===== src/rtl/dmem_ctl_pkg.sv =====
package dmem_ctl_pkg;

    typedef enum logic [0:0] {
        MODE_SRAM  = 1'b0,
        MODE_CACHE = 1'b1
    } bank_mode_e;

    typedef enum logic [1:0] {
        T_HOLD        = 2'd0,
        T_ENTER_CACHE = 2'd1,
        T_LEAVE_CACHE = 2'd2
    } mode_trans_e;

    localparam int          LAE_POS   = 1;
    localparam int          CFG_POS   = 2;
    localparam int          BSEL_POS  = 4;
    localparam logic [31:0] FIXED_ONE = 32'h0000_1001;

endpackage


===== src/rtl/dmem_ctl_regs.sv =====
module dmem_ctl_regs
    import dmem_ctl_pkg::*;
#(
    parameter int          ADDR_W    = 32,
    parameter int          DATA_W    = 32,
    parameter logic [31:0] CTRL_ADDR = 32'hFFE0_0004
) (
    input  logic              clk,
    input  logic              rst_n,
    input  logic              wr_en,
    input  logic [ADDR_W-1:0] addr,
    input  logic [DATA_W-1:0] wdata,
    input  logic              mode_cache,
    output logic              hit_wr,
    output logic              cfg_bit,
    output logic              lae_q,
    output logic              bsel_q,
    output logic [DATA_W-1:0] rdata
);

    logic hit;

    assign hit     = (addr == CTRL_ADDR[ADDR_W-1:0]);
    assign hit_wr  = wr_en && hit;
    assign cfg_bit = wdata[CFG_POS];

    always_ff @(posedge clk) begin
        if (!rst_n) begin
            lae_q  <= 1'b0;
            bsel_q <= 1'b0;
        end else if (hit_wr) begin
            lae_q  <= wdata[LAE_POS];
            bsel_q <= wdata[BSEL_POS];
        end
    end

    always_comb begin
        rdata = '0;
        if (hit) begin
            rdata           = FIXED_ONE[DATA_W-1:0];
            rdata[LAE_POS]  = lae_q;
            rdata[CFG_POS]  = mode_cache;
            rdata[BSEL_POS] = bsel_q;
        end
    end

endmodule


===== src/rtl/dmem_mode_fsm.sv =====
module dmem_mode_fsm
    import dmem_ctl_pkg::*;
(
    input  logic clk,
    input  logic rst_n,
    input  logic hit_wr,
    input  logic cfg_bit,
    output logic mode_cache,
    output logic inval
);

    bank_mode_e  state_q, state_d;
    mode_trans_e trans;

    always_comb begin
        trans   = T_HOLD;
        state_d = state_q;
        if (hit_wr) begin
            unique case (state_q)
                MODE_SRAM: begin
                    if (cfg_bit) begin
                        trans   = T_ENTER_CACHE;
                        state_d = MODE_CACHE;
                    end
                end
                MODE_CACHE: begin
                    if (!cfg_bit) begin
                        trans   = T_LEAVE_CACHE;
                        state_d = MODE_SRAM;
                    end
                end
            endcase
        end
    end

    always_ff @(posedge clk) begin
        if (!rst_n) state_q <= MODE_SRAM;
        else        state_q <= state_d;
    end

    always_ff @(posedge clk) begin
        if (!rst_n) inval <= 1'b0;
        else        inval <= (trans == T_LEAVE_CACHE);
    end

    assign mode_cache = (state_q == MODE_CACHE);

endmodule


===== src/rtl/dmem_bank_decode.sv =====
module dmem_bank_decode #(
    parameter int ADDR_W    = 32,
    parameter int BANK_KB   = 32,
    parameter int LO_SELBIT = 14,
    parameter int HI_SELBIT = 23
) (
    input  logic [ADDR_W-1:0] acc_addr,
    input  logic              mode_cache,
    input  logic              bsel_hi,
    output logic              bank_sel,
    output logic              cacheable
);

    localparam int HALF_BIT = $clog2(BANK_KB * 1024) - 1;

    logic chosen;

    generate
        if (LO_SELBIT == HI_SELBIT) begin : g_fixed
            assign chosen = acc_addr[LO_SELBIT];
        end else begin : g_mux
            assign chosen = bsel_hi ? acc_addr[HI_SELBIT] : acc_addr[LO_SELBIT];
        end
    endgenerate

    assign bank_sel  = mode_cache && chosen;
    assign cacheable = mode_cache && acc_addr[HALF_BIT];

endmodule


===== src/rtl/dmem_bank_ctrl.sv =====
module dmem_bank_ctrl #(
    parameter int          ADDR_W    = 32,
    parameter int          DATA_W    = 32,
    parameter logic [31:0] CTRL_ADDR = 32'hFFE0_0004,
    parameter int          BANK_KB   = 32
) (
    input  logic              clk,
    input  logic              rst_n,
    input  logic              reg_wr_en,
    input  logic [ADDR_W-1:0] reg_addr,
    input  logic [DATA_W-1:0] reg_wdata,
    output logic [DATA_W-1:0] reg_rdata,
    input  logic [ADDR_W-1:0] acc_addr,
    output logic              lookaside_en,
    output logic              bank_cache_mode,
    output logic              bank_sel,
    output logic              acc_cacheable,
    output logic              inval_all
);

    logic hit_wr, cfg_bit, bsel_q;

    dmem_ctl_regs #(
        .ADDR_W(ADDR_W), .DATA_W(DATA_W), .CTRL_ADDR(CTRL_ADDR)
    ) u_regs (
        .clk(clk), .rst_n(rst_n), .wr_en(reg_wr_en), .addr(reg_addr),
        .wdata(reg_wdata), .mode_cache(bank_cache_mode), .hit_wr(hit_wr),
        .cfg_bit(cfg_bit), .lae_q(lookaside_en), .bsel_q(bsel_q),
        .rdata(reg_rdata)
    );

    dmem_mode_fsm u_fsm (
        .clk(clk), .rst_n(rst_n), .hit_wr(hit_wr), .cfg_bit(cfg_bit),
        .mode_cache(bank_cache_mode), .inval(inval_all)
    );

    dmem_bank_decode #(
        .ADDR_W(ADDR_W), .BANK_KB(BANK_KB), .LO_SELBIT(14), .HI_SELBIT(23)
    ) u_dec (
        .acc_addr(acc_addr), .mode_cache(bank_cache_mode), .bsel_hi(bsel_q),
        .bank_sel(bank_sel), .cacheable(acc_cacheable)
    );

endmodule


===== config.mk =====
export PLATFORM = sky130hd
export DESIGN_NAME = dmem_bank_ctrl
export DESIGN_NICKNAME = d
export VERILOG_FILES = /design/src/rtl/dmem_ctl_pkg.sv /design/src/rtl/dmem_ctl_regs.sv /design/src/rtl/dmem_mode_fsm.sv /design/src/rtl/dmem_bank_decode.sv /design/src/rtl/dmem_bank_ctrl.sv
export SDC_FILE = /design/constraint.sdc
export NUM_CORES = 1
export LEC_CHECK = 0
export ABC_AREA = 1
export ABC_CLOCK_PERIOD_IN_PS = 4100
export BUFFER_PORTS_ARGS = -buffer_cell sky130_fd_sc_hd__buf_2
export CAP_MARGIN = 15
export CORE_MARGIN = 1
export CORE_UTILIZATION = 28
export CTS_CLUSTER_DIAMETER = 50
export DETAILED_ROUTE_END_ITERATION = 7
export PLACE_DENSITY = 0.85
export SYNTH_ARGS = -nofsm -noshare
export SYNTH_HDL_FRONTEND = slang
export SYNTH_HIERARCHICAL = 1
export SYNTH_SLANG_ARGS = --single-unit

===== constraint.sdc =====
create_clock -name clk -period 4.1 [get_ports clk]
set_input_delay 1.23 -clock clk [delete_from_list [all_inputs] [get_ports clk]]
set_output_delay 1.23 -clock clk [all_outputs]
set_load 0.01 [all_outputs]

# --- After elaboration in Yosys (flattened, before gate mapping) ---
# Index checks and enable logic that the tools add are counted.
word_totals:
  word_cells: 17
  ff_bits: 4
  out_inout_bits: 37
classes:
  n_mux: 7
  bitwise_logic: 1
  eq_ne: 2
  n_reduce_logical: 3
ops:
  columns: ["operator", "n"]
  rows:
  - ["equality test 32 bit, second input constant", 1]
  - ["two-way mux 13 bit", 1]
  - ["two-way mux 2 bit", 2]
  - ["one-hot mux 2 bit (2 select lines)", 1]
  - ["logical AND 1 bit", 3]
  - ["two-way mux 1 bit", 3]
  - ["equality test 2 bit, second input constant", 1]
  - ["NOT 1 bit", 1]

# --- Logic depth before layout (Yosys ltp) ---
# Gate-level depths: netlist (run 1).
depth:
  depth_word: 4
  ltp_mapped: 11
  mapped_depth_nobuf: 11

# --- Cells and area by module ---
# Netlist (run 1), hierarchy kept.
modules_own_cells:
  columns: ["module", "cells_each", "area_per_inst_um2", "n_inst"]
  rows:
  - ["dmem_ctl_regs", 127, 644.4, 1]
  - ["dmem_mode_fsm", 10, 70.1, 1]
  - ["dmem_bank_decode", 7, 26.3, 1]

# --- Least setup slack after synthesis (run 1) ---
# No wires, ideal clock.
synth_timing:
  path_kind: "input port to output port"
  start: "in reg_addr[3]"
  end: "out reg_rdata[0]"
  arrival_ps: 1852
  setup_slack_ps: 1018
  cell_stages: 8
  required_ps: 2870
  cell_sequence: "inv_1 nand2_1 nor2_1 nand2_1 nor2_2 nand2_1 inv_1 buf_4"
synth_between:
  elab_chain_cells: 2
synth_rtl:
  columns: ["item", "line_no", "source"]
  rows:
  - ["start: declaration", "dmem_bank_ctrl.sv:10", "input logic [ADDR_W-1:0] reg_addr,"]
  - ["equality test 32 bit", "dmem_ctl_regs.sv:23", "assign hit = (addr == CTRL_ADDR[ADDR_W-1:0]);"]
  - ["via u_regs.hit", "dmem_ctl_regs.sv:21", "logic hit;"]
  - ["two-way mux 13 bit", "dmem_ctl_regs.sv:39", "if (hit) begin"]
  - ["end: declaration", "dmem_bank_ctrl.sv:12", "output logic [DATA_W-1:0] reg_rdata,"]
# The timed path passes the listed nets, and every way through them passes these cells.

# --- Worst setup path after layout (run 1) ---
layout_timing:
  start: "in reg_addr[6]"
  end: "out reg_rdata[1]"
layout_between:
  elab_chain_cells: 2
layout_rtl:
  columns: ["item", "line_no"]
  rows:
  - ["equality test 32 bit", "dmem_ctl_regs.sv:23"]
  - ["two-way mux 13 bit", "dmem_ctl_regs.sv:39"]
# Every way passes these cells.

==> impl_results.html, run 1 <==
<table>
<tr><th>Metric</th><th>Value</th></tr>
<tr><th colspan="2">Detailed routing</th></tr>
<tr><td>Starting DRC count in detailed routing</td><td>12</td></tr>
<tr><td>Number of vias in the routed layout</td><td>between 700 and 800</td></tr>
<tr><td>Vias per std cell</td><td>3.59</td></tr>
<tr><td>First-pass DRT Iterations</td><td>4</td></tr>
<tr><td>Wire per inst</td><td>between 6 and 7 um</td></tr>
<tr><td>Routed WL</td><td>1.48 mm</td></tr>
<tr><td>Remaining design rule violation count</td><td>0</td></tr>
<tr><td>Final antenna-violating net count</td><td>0</td></tr>
<tr><th colspan="2">Placed design</th></tr>
<tr><td>Half-perimeter wire length after placement</td><td>1.36 mm</td></tr>
<tr><td>Final GP Congestion</td><td>0.689</td></tr>
<tr><td># port buffers</td><td>a little under 50</td></tr>
<tr><td>Placed instance count</td><td>219</td></tr>
<tr><th colspan="2">Clock tree</th></tr>
<tr><td>CTS tree</td><td>done</td></tr>
<tr><td>Number of buffers inserted during clock tree synthesis</td><td>3</td></tr>
<tr><td>Latest clock arrival within the worst-skew pair</td><td>approximately 230 ps</td></tr>
<tr><td>Buffer depth of the longest clock path</td><td>2</td></tr>
<tr><td>Number of sinks on the clock net</td><td>4</td></tr>
<tr><td>Clock edge transition at the registers on the reported setup and hold paths</td><td>40 ps</td></tr>
<tr><td>Post-CTS setup buffers</td><td>0</td></tr>
<tr><td>Number of H-tree branching levels</td><td>1</td></tr>
<tr><td>Number of resized instances in the post-cts repair step</td><td>0</td></tr>
<tr><td>Hold_buf cts</td><td>0</td></tr>
<tr><td>Clk root buf</td><td>sky130_fd_sc_hd__clkbuf_4</td></tr>
<tr><th colspan="2">Cells and area</th></tr>
<tr><td>Most common library cell in the layout ignoring fill and taps</td><td>sky130_fd_sc_hd__buf_2</td></tr>
<tr><td>Post-route insts no fill</td><td>approximately 220</td></tr>
<tr><td>Commonest non-fill, non-tap cells in the layout</td><td>sky130_fd_sc_hd__buf_2 (49), sky130_fd_sc_hd__nand2_1 (39), sky130_fd_sc_hd__nor2_1 (34)</td></tr>
<tr><td>Filler Cell Count</td><td>approximately 300</td></tr>
<tr><td>Growth of design area from synthesis to finish</td><td>24.0%</td></tr>
<tr><td>Layout cells sized above 1</td><td>between 20% and 30%</td></tr>
<tr><td>Diode insertion count for antenna repair</td><td>0</td></tr>
<tr><td>Nets</td><td>293</td></tr>
<tr><th colspan="2">Floorplan</th></tr>
<tr><td>Starting utilization of the core area</td><td>between 20 and 30%</td></tr>
<tr><td>Die boundary width</td><td>between 50 and 60 um</td></tr>
<tr><td>Chip height</td><td>roughly 53 um</td></tr>
<tr><td>Placement Rows</td><td>18</td></tr>
<tr><td>Standard cell core area</td><td>2480 sq um</td></tr>
<tr><td>Top-Level Pins</td><td>136</td></tr>
<tr><td>Area of the die</td><td>approximately 2900 sq um</td></tr>
<tr><th colspan="2">STA</th></tr>
<tr><td>Endpoints failing setup</td><td>0</td></tr>
<tr><td>Max-slew violation count</td><td>0</td></tr>
<tr><td>Final number of hold-violating endpoints</td><td>0</td></tr>
<tr><td>Top achievable clock speed</td><td>0.299 GHz</td></tr>
<tr><td>Final total negative setup slack</td><td>0 ps</td></tr>
<tr><td>Unrepaired setup endpoints after global routing</td><td>false</td></tr>
<tr><td>Clock skew</td><td>around 1.0 ps</td></tr>
<tr><td>Tcrit/Tclk final</td><td>between 80% and 90%</td></tr>
<tr><td>Min cycle time layout</td><td>roughly 3300 ps</td></tr>
<tr><th colspan="2">Synthesis</th></tr>
<tr><td>Seq cells post-synth</td><td>4</td></tr>
<tr><td>Adder-cell area share of the yosys netlist</td><td>0%</td></tr>
<tr><td>Simple-gate share of the synthesized area</td><td>between 40 and 50%</td></tr>
<tr><td>Mux contribution to synthesized area</td><td>0%</td></tr>
<tr><td>Xor-xnor portion of the synthesized cell area</td><td>0%</td></tr>
<tr><td>Gate count of the mapped netlist</td><td>144</td></tr>
<tr><td>Combinational family with the most area after synthesis</td><td>simple AND/OR/NAND/NOR gates</td></tr>
<tr><td>Number of warnings printed during yosys synthesis</td><td>6</td></tr>
<tr><td>Compound-gate portion of the synthesized area</td><td>0%</td></tr>
<tr><td>Sequential element share of the synthesized area</td><td>10.8%</td></tr>
<tr><td>Area of the mapped netlist</td><td>741 sq um</td></tr>
<tr><td>Synth cell types</td><td>11</td></tr>
<tr><td>Mean post-synth cell area</td><td>between 5 and 6 sq um</td></tr>
<tr><th colspan="2">Setup path</th></tr>
<tr><td>Endpoint kind of the worst setup timing path</td><td>output pin</td></tr>
<tr><td>CP startpoint kind</td><td>input port</td></tr>
<tr><td>Slowest cell on the critical path</td><td>sky130_fd_sc_hd__nor2_2</td></tr>
<tr><td>Delay contributed by the slowest stage of the critical path</td><td>roughly 150 ps</td></tr>
<tr><td>Critical Path Fanout Max</td><td>4</td></tr>
<tr><td>CP Cell Sequence</td><td>buf_2, inv_1, nand2_1, nor2_1, nand2_1, nor2_2, nand2_1, nor2_1, buf_2</td></tr>
<tr><td>Cell family contributing the most delay on the critical path</td><td>simple AND/OR/NAND/NOR gates</td></tr>
<tr><td>Arrival @ worst endpoint</td><td>2110 ps</td></tr>
<tr><td>CP most frequent cell</td><td>sky130_fd_sc_hd__nand2_1</td></tr>
<tr><td>WS Path Type</td><td>input port to output pin</td></tr>
<tr><td>Bufs and invs on worst path</td><td>3</td></tr>
<tr><td>Required @ worst endpoint</td><td>approximately 2900 ps</td></tr>
<tr><th colspan="2">Power</th></tr>
<tr><td>Worst IR Drop VDD</td><td>~70 uV</td></tr>
<tr><td>Sequential cell fraction of total power</td><td>between 20% and 30%</td></tr>
<tr><td>Leakage power</td><td>0.617 nW</td></tr>
<tr><td>Net switching fraction of the power</td><td>about a third</td></tr>
<tr><td>Total power divided by cell area</td><td>about 140 nW/um^2</td></tr>
<tr><td>NetSw</td><td>around 0.000042 W</td></tr>
<tr><td>P_int</td><td>a little over 0.00009 W</td></tr>
<tr><td>Comb power frac</td><td>35.2%</td></tr>
<tr><td>Clk pwr share</td><td>between 30% and 40%</td></tr>
<tr><th colspan="2">Global route</th></tr>
<tr><td>Maximum number of pins on one net before global-route repair</td><td>6</td></tr>
<tr><td>Total routing resource utilization after global routing</td><td>roughly a tenth</td></tr>
<tr><td>First-pass GRT wire length</td><td>2.09 mm</td></tr>
<tr><td>Initial antenna violation count</td><td>0</td></tr>
<tr><td>Vias in the first global route</td><td>~600</td></tr>
<tr><td>Total congestion overflow</td><td>0</td></tr>
<tr><th colspan="2">Hold path</th></tr>
<tr><td>Worst hold path class</td><td>register to register</td></tr>
<tr><th colspan="2">Flow run</th></tr>
<tr><td>Count of max-cap constraint violations</td><td>0</td></tr>
<tr><th colspan="2">Run status</th></tr>
<tr><td>Result of the run</td><td>finished clean</td></tr>
</table>
[through the flow]
step / setup slack (ps) / hold slack (ps) / instance area [sq um] / power (W) / utilization [%]
global route: 626 / 552 / 918 / 0.000144 / 37.1
finish: 759 / 534 / 918 / 0.000133 / 37.1
global placement: 737 / 500 / 896 / 0.0000858 / 36.2
floorplan: 1020 / 518 / 838 / 0.0000825 / -
detailed placement: 739 / 519 / 896 / 0.0000865 / 36.2
CTS: 735 / 527 / 918 / 0.000136 / 37.1
[path summary, 6_finish.rpt]
path	start	endpoint	slack [ps]	cells after the start
setup reg to reg	u_fsm/mode_cache$_SDFFE_PN0P_	u_fsm/inval$_SDFF_PN0_	3420	2
hold / removal	u_fsm/mode_cache$_SDFFE_PN0P_	u_fsm/inval$_SDFF_PN0_	530	2
setup / recovery	reg_addr[6]	reg_rdata[1]	760	9
hold reg to reg	u_fsm/mode_cache$_SDFFE_PN0P_	u_fsm/inval$_SDFF_PN0_	530	2
[registers in the layout (all words and copies together), names as in the netlist]
register / flops
u_fsm/inval: 1
u_fsm/mode_cache: 1
u_regs/lae_q: 1
u_regs/bsel_q: 1
[metal layers]
| layer | up-vias | global-route usage [%] | routed length (um) |
|---|---|---|---|
| met5 | - | 0 | 0 |
| met4 | 0 | 6.58 | 0 |
| met3 | 0 | 1.72 | 120 |
| met2 | 42 | 19.0 | 730 |
| met1 | 305 | 10.7 | 626 |
| li1 | 449 | - | - |
[power by group through the flow]
stage | combinational [W] | clock [W] | sequential (W)
floorplan | 0.0000428 | 0 | 0.0000397
global placement | 0.0000461 | 0 | 0.0000397
detailed placement | 0.0000468 | 0 | 0.0000397
CTS | 0.0000469 | 0.0000501 | 0.0000391
global route | 0.0000542 | 0.0000504 | 0.0000391
finish | 0.0000468 | 0.0000471 | 0.0000391
[Yosys cell counts]
master,instances,area (sq um)
sky130_fd_sc_hd__nand3_2,1,10.0
sky130_fd_sc_hd__and2_1,2,12.5
sky130_fd_sc_hd__nor2_2,2,12.5
sky130_fd_sc_hd__buf_4,30,225
sky130_fd_sc_hd__nand4_1,1,6.26
sky130_fd_sc_hd__inv_1,27,101
sky130_fd_sc_hd__nand3_1,3,15.0
sky130_fd_sc_hd__nand2_1,39,146
sky130_fd_sc_hd__nor2_1,34,128
sky130_fd_sc_hd__dfxtp_1,4,80.1
sky130_fd_sc_hd__conb_1,1,3.75
[layout make-up]
cell class	instances	area, sq um	share of cell area [%]
Sequential cell	4	80.1	8.72
Inverter	27	101	11.0
Clock buffer	3	22.5	2.45
Timing Repair Buffer	49	245	26.7
Multi-Input combinational cell	109	432	47.0
Tap cell	30	37.5	4.09
[worst register-to-register path: stages (launching register included)]
cell and delay, ps:
sky130_fd_sc_hd__dfxtp_1 380, sky130_fd_sc_hd__nand2_1 90, sky130_fd_sc_hd__nor2_1 140
[cell families (layout without fill, tap and decap cells)]
| kind of cell | after synthesis | after routing |
|---|---|---|
| AND/OR/NAND/NOR | 82 | 82 |
| buffers and inverters | 57 | 79 |
| flip-flops | 4 | 4 |
| other | 1 | 27 |
Power figures use the tool's default switching activity.
==> run 2, diff against run 1 <==
--- a/config.mk
+++ b/config.mk
@@ -6,14 +6,14 @@
 export NUM_CORES = 1
 export LEC_CHECK = 0
 export ABC_AREA = 1
-export ABC_CLOCK_PERIOD_IN_PS = 4100
+export ABC_CLOCK_PERIOD_IN_PS = 3300
 export BUFFER_PORTS_ARGS = -buffer_cell sky130_fd_sc_hd__buf_2
 export CAP_MARGIN = 15
 export CORE_MARGIN = 1
-export CORE_UTILIZATION = 28
+export CORE_UTILIZATION = 26
 export CTS_CLUSTER_DIAMETER = 50
 export DETAILED_ROUTE_END_ITERATION = 7
-export PLACE_DENSITY = 0.85
+export PLACE_DENSITY = 0.8
 export SYNTH_ARGS = -nofsm -noshare
 export SYNTH_HDL_FRONTEND = slang
 export SYNTH_HIERARCHICAL = 1
==> constraint.sdc (replaced) <==
create_clock -name clk -period 3.3 [get_ports clk]
set_input_delay 0.99 -clock clk [delete_from_list [all_inputs] [get_ports clk]]
set_output_delay 0.99 -clock clk [all_outputs]
set_load 0.01 [all_outputs]
==> run 2 against run 1 <==
  * Wire length increased by 1.6%
  * Clock power up 29%
  * Largest power group unchanged
  * Critical endpoint is now reg_rdata[4]
  * Clock skew fell by 0.97 ps
  * Global-route usage decreased by 0.83 points
  * Via count rose by 1.3%
  * Sequential cell count unchanged
  * Non-clock buffer count unchanged
==> impl_results.html, run 2 (synthesis gave the netlist of run 1 again) <==
<table>
<tr><th>Metric</th><th>Value</th></tr>
<tr><th colspan="2">Setup path</th></tr>
<tr><td>Required @ worst endpoint</td><td>2310 ps (-560 ps)</td></tr>
<tr><td>Cell family contributing the most delay on the critical path</td><td>simple AND/OR/NAND/NOR gates</td></tr>
<tr><td>Critical Path Fanout Max</td><td>4 (unchanged)</td></tr>
<tr><td>Register-to-register path setup slack</td><td>2620 ps (-800 ps)</td></tr>
<tr><td>Reg2reg end</td><td>u_fsm/mode_cache$_SDFFE_PN0P_</td></tr>
<tr><td>CP startpoint kind</td><td>input port</td></tr>
<tr><td>CP Cell Sequence</td><td>buf_2, inv_1, nand2_1, nor2_1, nand2_1, nor2_2, nand2_1, nor2_1, buf_2</td></tr>
<tr><td>Number of cells on the worst reg-to-reg path</td><td>4 (+2)</td></tr>
<tr><td>Slowest cell on the critical path</td><td>sky130_fd_sc_hd__nor2_2</td></tr>
<tr><td>Bufs and invs on worst path</td><td>3 (unchanged)</td></tr>
<tr><td>CP most frequent cell</td><td>sky130_fd_sc_hd__nand2_1</td></tr>
<tr><td>Critical path depth</td><td>9 (unchanged)</td></tr>
<tr><td>Endpoint kind of the worst setup timing path</td><td>output pin</td></tr>
<tr><td>Critical Path Sink</td><td>reg_rdata[4]</td></tr>
<tr><td>Critical R2R Launch</td><td>u_fsm/mode_cache$_SDFFE_PN0P_</td></tr>
<tr><td>Arrival @ worst endpoint</td><td>1850 ps (-260 ps)</td></tr>
<tr><td>CP Launch Point</td><td>reg_addr[6]</td></tr>
<tr><td>WS Path Type</td><td>input port to output pin</td></tr>
<tr><td>Delay contributed by the slowest stage of the critical path</td><td>140 ps (about the same)</td></tr>
<tr><th colspan="2">STA</th></tr>
<tr><td>Final number of hold-violating endpoints</td><td>0 (unchanged)</td></tr>
<tr><td>Clock skew</td><td>0.0644 ps (-0.971 ps)</td></tr>
<tr><td>Tcrit/Tclk final</td><td>between 80% and 90%</td></tr>
<tr><td>Unrepaired setup endpoints after global routing</td><td>false</td></tr>
<tr><td>Final worst slack</td><td>463 ps (-296 ps)</td></tr>
<tr><td>Top achievable clock speed</td><td>0.352 GHz</td></tr>
<tr><td>Max-slew violation count</td><td>0 (unchanged)</td></tr>
<tr><td>Final total negative setup slack</td><td>0 ps (unchanged)</td></tr>
<tr><td>Final hold slack</td><td>521 ps (-12.5 ps)</td></tr>
<tr><td>Endpoints failing setup</td><td>0 (unchanged)</td></tr>
<tr><td>Min cycle time layout</td><td>approximately 2800 ps</td></tr>
<tr><th colspan="2">Detailed routing</th></tr>
<tr><td>Remaining design rule violation count</td><td>0 (unchanged)</td></tr>
<tr><td>Routed WL</td><td>1.50 mm (+1.6%)</td></tr>
<tr><td>Wire per inst</td><td>6.76 um (+1.6%)</td></tr>
<tr><td>Vias per std cell</td><td>3.63 (+1.3%)</td></tr>
<tr><td>Starting DRC count in detailed routing</td><td>48 (+36)</td></tr>
<tr><td>First-pass DRT Iterations</td><td>4 (unchanged)</td></tr>
<tr><td>Number of vias in the routed layout</td><td>806 (+1.3%)</td></tr>
<tr><td>Final antenna-violating net count</td><td>0 (unchanged)</td></tr>
<tr><th colspan="2">Run status</th></tr>
<tr><td>Result of the run</td><td>finished clean</td></tr>
<tr><th colspan="2">Clock tree</th></tr>
<tr><td>Number of resized instances in the post-cts repair step</td><td>0 (unchanged)</td></tr>
<tr><td>Latest clock arrival within the worst-skew pair</td><td>230 ps (about the same)</td></tr>
<tr><td>Hold_buf cts</td><td>0 (unchanged)</td></tr>
<tr><td>Buffer depth of the longest clock path</td><td>2 (unchanged)</td></tr>
<tr><td>CTS tree</td><td>done</td></tr>
<tr><td>Number of H-tree branching levels</td><td>1 (unchanged)</td></tr>
<tr><td>Number of buffers inserted during clock tree synthesis</td><td>3 (unchanged)</td></tr>
<tr><td>Clk root buf</td><td>sky130_fd_sc_hd__clkbuf_4</td></tr>
<tr><td>Post-CTS setup buffers</td><td>0 (unchanged)</td></tr>
<tr><td>Clock edge transition at the registers on the reported setup and hold paths</td><td>40 ps (about the same)</td></tr>
<tr><td>Number of sinks on the clock net</td><td>4 (unchanged)</td></tr>
<tr><th colspan="2">Global route</th></tr>
<tr><td>Total routing resource utilization after global routing</td><td>9.56% (-0.83 points)</td></tr>
<tr><td>First-pass GRT wire length</td><td>2.47 mm (+18%)</td></tr>
<tr><td>Vias in the first global route</td><td>673 (+14%)</td></tr>
<tr><td>Initial antenna violation count</td><td>0 (unchanged)</td></tr>
<tr><td>Maximum number of pins on one net before global-route repair</td><td>6 (unchanged)</td></tr>
<tr><td>Total congestion overflow</td><td>0 (unchanged)</td></tr>
<tr><th colspan="2">Placed design</th></tr>
<tr><td># port buffers</td><td>49 (unchanged)</td></tr>
<tr><td>Setup slack at placement</td><td>436 ps (-303 ps)</td></tr>
<tr><td>Half-perimeter wire length after placement</td><td>1.37 mm (+0.84%)</td></tr>
<tr><td>Final GP Congestion</td><td>0.695 (+0.87%)</td></tr>
<tr><th colspan="2">Floorplan</th></tr>
<tr><td>Standard cell core area</td><td>2590 sq um (+4.5%)</td></tr>
<tr><td>Top-Level Pins</td><td>136 (unchanged)</td></tr>
<tr><td>Area of the die</td><td>3070 sq um (+7.4%)</td></tr>
<tr><td>Chip height</td><td>55.4 um (+3.6%)</td></tr>
<tr><td>Placement Rows</td><td>18 (unchanged)</td></tr>
<tr><td>Starting utilization of the core area</td><td>28.6% (-1.3 points)</td></tr>
<tr><td>Die boundary width</td><td>55.4 um (+3.6%)</td></tr>
<tr><th colspan="2">Cells and area</th></tr>
<tr><td>Filler Cell Count</td><td>299 (-1.3%)</td></tr>
<tr><td>Nets</td><td>293 (unchanged)</td></tr>
<tr><td>Commonest non-fill, non-tap cells in the layout</td><td>sky130_fd_sc_hd__buf_2 (49), sky130_fd_sc_hd__nand2_1 (39), sky130_fd_sc_hd__nor2_1 (34)</td></tr>
<tr><td>Growth of design area from synthesis to finish</td><td>24.0% (unchanged)</td></tr>
<tr><td>Layout cells sized above 1</td><td>28.6% (unchanged)</td></tr>
<tr><td>Diode insertion count for antenna repair</td><td>0 (unchanged)</td></tr>
<tr><td>Most common library cell in the layout ignoring fill and taps</td><td>sky130_fd_sc_hd__buf_2</td></tr>
<tr><th colspan="2">Hold path</th></tr>
<tr><td>Worst hold path class</td><td>register to register</td></tr>
<tr><th colspan="2">Power</th></tr>
<tr><td>Worst IR Drop VDD</td><td>117 uV (+69%)</td></tr>
<tr><td>Total power divided by cell area</td><td>183 nW/um^2 (+26%)</td></tr>
<tr><td>Leakage power</td><td>0.617 nW (unchanged)</td></tr>
<tr><th colspan="2">Flow run</th></tr>
<tr><td>Count of max-cap constraint violations</td><td>0 (unchanged)</td></tr>
</table>
run 2: layout make-up:
type                    count  area (sq um)  area share, %
repair buffers             49           245           26.7
clock buffers               3          22.5           2.45
well taps                  30          37.5           4.09
flip-flops and latches      4          80.1           8.72
multi-input cells         109           432           47.0
inverters                  27           101           11.0
run 2: worst min-delay path, stage by stage, from the launching register on:
cell	delay (ps)
sky130_fd_sc_hd__dfxtp_1	340
sky130_fd_sc_hd__nand2_1	90
sky130_fd_sc_hd__nor2_1	40
run 2: worst min-delay path by stage:
stage / startpoint / to / slack (ps) / cells after the start
floorplan: u_fsm/mode_cache$_SDFFE_PN0P_ / u_fsm/inval$_SDFF_PN0_ / 520 / 2
global placement: u_fsm/mode_cache$_SDFFE_PN0P_ / u_fsm/inval$_SDFF_PN0_ / 500 / 2
detailed placement: u_fsm/mode_cache$_SDFFE_PN0P_ / u_fsm/inval$_SDFF_PN0_ / 510 / 2
CTS: u_fsm/mode_cache$_SDFFE_PN0P_ / u_fsm/inval$_SDFF_PN0_ / 520 / 2
global route: u_fsm/mode_cache$_SDFFE_PN0P_ / u_fsm/inval$_SDFF_PN0_ / 540 / 2
finish: u_fsm/mode_cache$_SDFFE_PN0P_ / u_fsm/inval$_SDFF_PN0_ / 520 / 2
run 2: per-stage QoR:
| stage | util (%) | instance area [sq um] | total power, W | std cells |
|---|---|---|---|---|
| final | 35.5 | 918 | 0.000168 | 222 |
| after global routing | 35.5 | 918 | 0.000181 | 222 |
| after CTS | 35.5 | 918 | 0.000170 | 222 |
| after detailed placement | 34.6 | 896 | 0.000107 | 219 |
| after global placement | 34.6 | 896 | 0.000107 | 219 |
| after floorplan | - | 838 | 0.000102 | 170 |
run 2: power breakdown:
group          internal [W]        switching, W  total (W)  leakage (nW)
Sequential        0.0000486  0.0000000000000120  0.0000486        0.0322
Clock             0.0000407           0.0000202  0.0000609        0.0138
Combinational     0.0000238           0.0000345  0.0000582         0.571
Total              0.000113           0.0000546   0.000168         0.617
run 2: routing by layer:
layer  wire length (um)  up-vias  GRT usage [%]
met5                  0        -              0
met4                 19        0           4.29
met3                116        2          0.234
met2                733       44           18.4
met1                631      311           10.7
li1                   -      449              -
